<file path="src/rtl/tcmp_pkg.sv">
package tcmp_pkg;

  parameter int unsigned CNT_W = 8;
  localparam logic [CNT_W-1:0] CNT_MAX = '1;
  localparam logic [CNT_W-1:0] CNT_ZERO = '0;

  typedef enum logic [1:0] {
    MODE_PLAIN = 2'b00,
    MODE_PCPWM = 2'b01,
    MODE_CTC   = 2'b10,
    MODE_FAST  = 2'b11
  } tmode_e;

  typedef enum logic [1:0] {
    OUT_OFF = 2'b00,
    OUT_TGL = 2'b01,
    OUT_CLR = 2'b10,
    OUT_SET = 2'b11
  } omode_e;

  typedef struct packed {
    logic [CNT_W-1:0] cnt;
    logic             up;
  } cstep_t;

  function automatic logic is_pwm(input tmode_e m);
    return (m == MODE_PCPWM) || (m == MODE_FAST);
  endfunction

  // Next counter position and direction for one tick.
  function automatic cstep_t count_next(input logic [CNT_W-1:0] c,
                                        input logic up,
                                        input tmode_e m,
                                        input logic clr);
    cstep_t r;
    r.up  = 1'b1;
    r.cnt = c + 1'b1;
    case (m)
      MODE_CTC: begin
        if (clr) r.cnt = CNT_ZERO;
      end
      MODE_PCPWM: begin
        if (up) begin
          if (c == CNT_MAX) begin
            r.cnt = c - 1'b1;
            r.up  = 1'b0;
          end
        end else if (c == CNT_ZERO) begin
          r.cnt = c + 1'b1;
        end else begin
          r.cnt = c - 1'b1;
          r.up  = 1'b0;
        end
      end
      default: ;
    endcase
    return r;
  endfunction

  // Output action of a non-PWM event.
  function automatic logic act_apply(input omode_e o, input logic cur);
    case (o)
      OUT_TGL: return ~cur;
      OUT_CLR: return 1'b0;
      OUT_SET: return 1'b1;
      default: return 1'b0;
    endcase
  endfunction

  // Next waveform output level.
  function automatic logic wave_next(input tmode_e m, input omode_e o,
                                     input logic cur, input logic hit,
                                     input logic frc, input logic bot,
                                     input logic up);
    logic v;
    v = cur;
    if (o == OUT_OFF) begin
      v = 1'b0;
    end else if (!is_pwm(m)) begin
      if (hit || frc) v = act_apply(o, cur);
    end else if (o == OUT_TGL) begin
      v = 1'b0;
    end else if (m == MODE_FAST) begin
      if (hit) v = o[0];
      if (bot) v = ~o[0];
    end else if (hit) begin
      v = up ? o[0] : ~o[0];
    end
    return v;
  endfunction

endpackage

</file>
<file path="src/rtl/tcmp_counter.sv">
module tcmp_counter
  import tcmp_pkg::*;
#(
  parameter int unsigned W = CNT_W
) (
  input  logic         clk,
  input  logic         rst_n,
  input  logic         tick,
  input  logic         wr_cnt,
  input  logic [W-1:0] wdata,
  input  tmode_e       mode,
  input  logic         ctc_clr,
  output logic [W-1:0] cnt,
  output logic         up,
  output logic         blk
);

  cstep_t nxt;

  always_comb begin
    nxt = count_next(cnt, up, mode, ctc_clr);
  end

  always_ff @(posedge clk or negedge rst_n) begin
    if (!rst_n) begin
      cnt <= '0;
      up  <= 1'b1;
      blk <= 1'b0;
    end else if (wr_cnt) begin
      cnt <= wdata;
      blk <= 1'b1;
    end else if (tick) begin
      cnt <= nxt.cnt;
      up  <= nxt.up;
      blk <= 1'b0;
    end
  end

endmodule

</file>
<file path="src/rtl/tcmp_ocr.sv">
module tcmp_ocr #(
  parameter int unsigned W = tcmp_pkg::CNT_W
) (
  input  logic         clk,
  input  logic         rst_n,
  input  logic         wr_ocr,
  input  logic [W-1:0] wdata,
  input  logic         pwm,
  input  logic         load,
  output logic [W-1:0] act
);

  logic [W-1:0] shadow;

  always_ff @(posedge clk or negedge rst_n) begin
    if (!rst_n) begin
      shadow <= '0;
      act    <= '0;
    end else begin
      if (wr_ocr) shadow <= wdata;
      if (wr_ocr && !pwm) act <= wdata;
      else if (load)      act <= shadow;
    end
  end

endmodule

</file>
<file path="src/rtl/tcmp_wave.sv">
module tcmp_wave
  import tcmp_pkg::*;
(
  input  logic   clk,
  input  logic   rst_n,
  input  tmode_e mode,
  input  omode_e omode,
  input  logic   match_ev,
  input  logic   force_ev,
  input  logic   bottom_ev,
  input  logic   up,
  input  logic   flag_clr,
  output logic   wave,
  output logic   flag
);

  logic wave_d;

  always_comb begin
    wave_d = wave_next(mode, omode, wave, match_ev, force_ev, bottom_ev, up);
  end

  always_ff @(posedge clk or negedge rst_n) begin
    if (!rst_n) begin
      wave <= 1'b0;
      flag <= 1'b0;
    end else begin
      wave <= wave_d;
      flag <= match_ev | (flag & ~flag_clr);
    end
  end

endmodule

</file>
<file path="src/rtl/tmr_cmp8.sv">
module tmr_cmp8
  import tcmp_pkg::*;
#(
  parameter int unsigned CW = CNT_W
) (
  input  logic          clk,
  input  logic          rst_n,
  input  logic          tick,
  input  logic          wr_cnt,
  input  logic          wr_ocr,
  input  logic          wr_ctl,
  input  logic [CW-1:0] wdata,
  input  logic [1:0]    ctl_wgm,
  input  logic [1:0]    ctl_com,
  input  logic          force_cmp,
  input  logic          flag_clr,
  output logic          wave_o,
  output logic          flag_o,
  output logic [CW-1:0] cnt_o
);

  localparam logic [CW-1:0] TOP = '1;

  tmode_e        mode;
  omode_e        omode;
  logic [CW-1:0] cnt;
  logic [CW-1:0] act;
  logic          up;
  logic          blk;
  logic          pwm;
  logic          adv;
  logic          at_top;
  logic          match_ev;
  logic          bottom_ev;
  logic          load_ev;
  logic          force_ev;
  logic          ctc_clr;

  always_ff @(posedge clk or negedge rst_n) begin
    if (!rst_n) begin
      mode  <= MODE_PLAIN;
      omode <= OUT_OFF;
    end else if (wr_ctl) begin
      mode  <= tmode_e'(ctl_wgm);
      omode <= omode_e'(ctl_com);
    end
  end

  // named internal events
  assign pwm       = is_pwm(mode);
  assign adv       = tick & ~wr_cnt;
  assign at_top    = (cnt == TOP);
  assign match_ev  = adv & ~blk & (cnt == act);
  assign bottom_ev = adv & at_top & (mode == MODE_FAST);
  assign load_ev   = adv & at_top & pwm & ((mode == MODE_FAST) | up);
  assign force_ev  = force_cmp & ~pwm;
  assign ctc_clr   = match_ev & (mode == MODE_CTC);

  tcmp_counter #(.W(CW)) u_cnt (
    .clk     (clk),
    .rst_n   (rst_n),
    .tick    (tick),
    .wr_cnt  (wr_cnt),
    .wdata   (wdata),
    .mode    (mode),
    .ctc_clr (ctc_clr),
    .cnt     (cnt),
    .up      (up),
    .blk     (blk)
  );

  tcmp_ocr #(.W(CW)) u_ocr (
    .clk    (clk),
    .rst_n  (rst_n),
    .wr_ocr (wr_ocr),
    .wdata  (wdata),
    .pwm    (pwm),
    .load   (load_ev),
    .act    (act)
  );

  tcmp_wave u_wave (
    .clk       (clk),
    .rst_n     (rst_n),
    .mode      (mode),
    .omode     (omode),
    .match_ev  (match_ev),
    .force_ev  (force_ev),
    .bottom_ev (bottom_ev),
    .up        (up),
    .flag_clr  (flag_clr),
    .wave      (wave_o),
    .flag      (flag_o)
  );

  assign cnt_o = cnt;

endmodule

</file>
<file path="config.mk">
export PLATFORM = sky130hd
export DESIGN_NAME = tmr_cmp8
export DESIGN_NICKNAME = d
export VERILOG_FILES = /design/src/rtl/tcmp_pkg.sv /design/src/rtl/tcmp_counter.sv /design/src/rtl/tcmp_ocr.sv /design/src/rtl/tcmp_wave.sv /design/src/rtl/tmr_cmp8.sv
export SDC_FILE = /design/constraint.sdc
export NUM_CORES = 1
export LEC_CHECK = 0
export ABC_AREA = 1
export BUFFER_PORTS_ARGS = -buffer_cell sky130_fd_sc_hd__buf_2
export CORE_ASPECT_RATIO = 0.9
export CORE_MARGIN = 2
export CORE_UTILIZATION = 61
export DETAILED_ROUTE_END_ITERATION = 10
export GPL_ROUTABILITY_DRIVEN = 0
export GPL_TIMING_DRIVEN = 1
export PLACE_DENSITY = 0.87
export SYNTH_ARGS = -nofsm -noshare
export SYNTH_HDL_FRONTEND = slang
export SYNTH_SLANG_ARGS = --single-unit
export TNS_END_PERCENT = 30
</file>
<file path="constraint.sdc">
create_clock -name clk -period 3.95 [get_ports clk]
set_clock_uncertainty 0.2 [all_clocks]
set_input_delay 0.1975 -clock clk [delete_from_list [all_inputs] [get_ports clk]]
set_output_delay 0.1975 -clock clk [all_outputs]
set_load 0.005 [all_outputs]
</file>
==> impl_metrics.json <==
{
  "yosysTopAreaCell": "dfrtp_1",
  "leakage_nw": 1.270,
  "path_cells": "dlygate4sd3_1, buf_2, nand2_1, dlygate4sd3_1, o21ai_0, dlygate4sd3_1",
  "end_kind": "flip-flop",
  "synth_top_cell_area_share": 0.3797,
  "routed_wl_mm": 5.086,
  "path_max_fanout": 1,
  "fmax_mhz": 432.3,
  "numCtsBuffers": 5,
  "slowest_delay_ps": 620,
  "period_share": 0.5856,
  "ir_drop_mv": 0.3397,
  "syn_to_final_growth_pct": 22.23,
  "fin_nets": 344,
  "vias": 1979,
  "io_pins": 30,
  "grt_pass1_vias": 1848,
  "post-synth-top-count-cell": "nand2_1",
  "drive_gt1_frac": 0.1818,
  "port_buffers": 29,
  "maxSlewViolCount": 0,
  "path_clk_slew_ps": 70,
  "p_per_area_nw_per_um2": 395.6,
  "synth_seq_cells": 32,
  "yosys_warnings": 0,
  "fp-row-count": 19,
  "die_x_um": 65.01,
  "cp.arrival_ps": 2280,
  "ys.flop_type": "dfrtp_1",
  "fillers": 222,
  "hold_viol_final": 0,
  "synth_area_per_cell_um2": 7.596,
  "htree_levels": 2,
  "holdCritPathClass": "in -> reg",
  "timing.slew.headroom": 0.5393,
  "fin_crit_ps": 2313,
  "dr.pass1.iters": 5,
  "antenna_found_initial": 0,
  "syn_nets": 295,
  "drc_errors": 0,
  "synthMuxAreaShare": 0.01102,
  "synth_fa_ha_area_frac": 0.03674,
  "cts_tree": "yes",
  "root_buffer": "clkbuf_8",
  "grt_use_total": 0.3028,
  "seq_area_um2": 802.0,
  "diodes": 0,
  "slowest_stage": "dlygate4sd3_1",
  "cts_buffer_depth": 2,
  "synth_edf_count": 0,
  "worstPathRequired_ps": 3920,
  "power_frac_seq": 0.421,
  "dp_hpwl_mm": 3.274,
  "pwr-share-clk": 0.325,
  "drtIter0Drc": 180,
  "cts.sinks": 32,
  "multi_input_area_um2": 1049,
  "p_int_uw": 664.5,
  "clock_latency_ps": 290,
  "setup_viol": 0,
  "synthArstFlopShare": 1.000,
  "wl_per_cell_um": 14.09,
  "synth_compound_area_frac": 0.1249,
  "grt_overflow_total": 0,
  "ant_nets": 0,
  "p_sw_frac": 0.3274,
  "grt_first_pass_wirelength_mm": 8.528,
  "worst-setup-path-type": "in -> reg",
  "synthTopCellsByArea": "dfrtp_1 (38%), nand2_1 (15%), inv_1 (5.7%)",
  "synth_xor_area_frac": 0.05573,
  "tightest_slew_ps": 691.1,
  "maxCapViolations": 0,
  "yosysSeqAreaShare": 0.3925,
  "holdWs_ps": 13.82,
  "die_y_um": 58.91,
  "setup-tns-final_ps": 0,
  "initial_core_util": 0.6561,
  "cpMostUsedCell": "dlygate4sd3_1",
  "fin_util": 0.8019,
  "synth_top_family_by_area": "simple AND/OR/NAND/NOR gates",
  "synth.distinct_cells": 34,
  "switching_power_uw": 323.5,
  "cts_resized": 0,
  "outcome": "completed",
  "start_kind": "input port",
  "coreArea_um2": 3114,
  "synth_area_um2": 2043,
  "rsz0062_at_grt": "no",
  "dieArea_um2": 3829,
  "syn_inst": 269,
  "power_frac_comb": 0.254,
  "grt_start_max_net_pins": 33,
  "ys_top_cells_by_count": "nand2_1 (83), dfrtp_1 (31), inv_1 (31)",
  "viasPerCell": 5.482,
  "power_uw": 988.1,
  "synthSimpleGateAreaFrac": 0.2848
}
-- final timing paths --
check / start / end / slack [ps] / depth (start not counted)
max in group asynchronous: rst_n / u_cnt.cnt[6] / 2820 / 2
hold reg to reg: u_ocr.shadow[1] / u_ocr.shadow[1] / 310 / 1
setup reg to reg: u_cnt.cnt[0] / u_cnt.cnt[6] / 1890 / 12
hold / removal: tick / u_cnt.up / 10 / 3
min in group asynchronous: rst_n / u_ocr.shadow[0] / 280 / 2
setup / recovery: ctl_com[1] / omode[1] / 1640 / 6
-- repair_timing --
item / in CTS / in global routing
hold buffers: 21 / 0
endpoints found under the hold margin: 50 / 0
setup buffers: 0 / 0
-- state kept, by name, summed over array words and instances, names as in the netlist --
register / flops
u_wave.wave: 1
omode: 2
mode: 2
u_cnt.up: 1
u_cnt.cnt: 8
u_ocr.act: 8
u_wave.flag: 1
u_ocr.shadow: 8
u_cnt.blk: 1
-- metrics by stage --
stage                     setup slack (ps)  instances  instance area [um^2]
after global placement                1989        332                  2176
final                                 1637        361                  2497
after floorplan                       2197        269                  2043
after detailed placement              1975        332                  2176
after CTS                             1897        361                  2497
after global routing                  1576        361                  2497
-- cells by family after synthesis --
kind of cell	count (synthesis)
DFF	32
adders and majority gates	6
buffers and inverters	42
AOI/OAI and AO/OA	40
xor gates and xnor gates	13
and+or+nand+nor	134
muxes	2
-- worst max-delay path: cells and delay by family --
| kind | cells | cell delay [ps] |
|---|---|---|
| simple gates | 1 | 80 |
| compound gates | 1 | 140 |
| buf+inv | 4 | 1860 |
-- power groups by stage --
stage,registers [mW],clock network [mW],logic [mW]
global route,0.422,0.335,0.285
detailed placement,0.420,0,0.226
floorplan,0.404,0,0.180
CTS,0.414,0.319,0.247
finish,0.416,0.321,0.251
global placement,0.419,0,0.220
-- routing by layer --
layer  part of all wire  up-vias  track usage
li1                   -      960            -
met1               0.43      920       0.3874
met2               0.48       85       0.4919
met3              0.065       14      0.07266
met4              0.021        0       0.1398
met5                  0        -            0
-- layout make-up --
type,instances,area share
multi-input cells,195,0.4198
flip-flops and latches,32,0.3211
repair buffers,50,0.1423
inverters,34,0.05110
clock buffers,5,0.02756
well taps,42,0.02104
clock inverters,3,0.01703
-- placed cells by master, fill, tap and decap left out, types with 4 or more instances in the layout --
| master | instances |
|---|---|
| a21oi_1 | 6 |
| a22oi_1 | 7 |
| buf_2 | 29 |
| clkbuf_8 | 5 |
| dfrtp_1 | 31 |
| dlygate4sd3_1 | 21 |
| ha_1 | 6 |
| inv_1 | 31 |
| nand2_1 | 83 |
| nand3_1 | 11 |
| nand4_1 | 6 |
| nor2_1 | 20 |
| o211ai_1 | 4 |
| o21ai_0 | 14 |
| xor2_1 | 10 |
(Power assumes the default switching activity.)
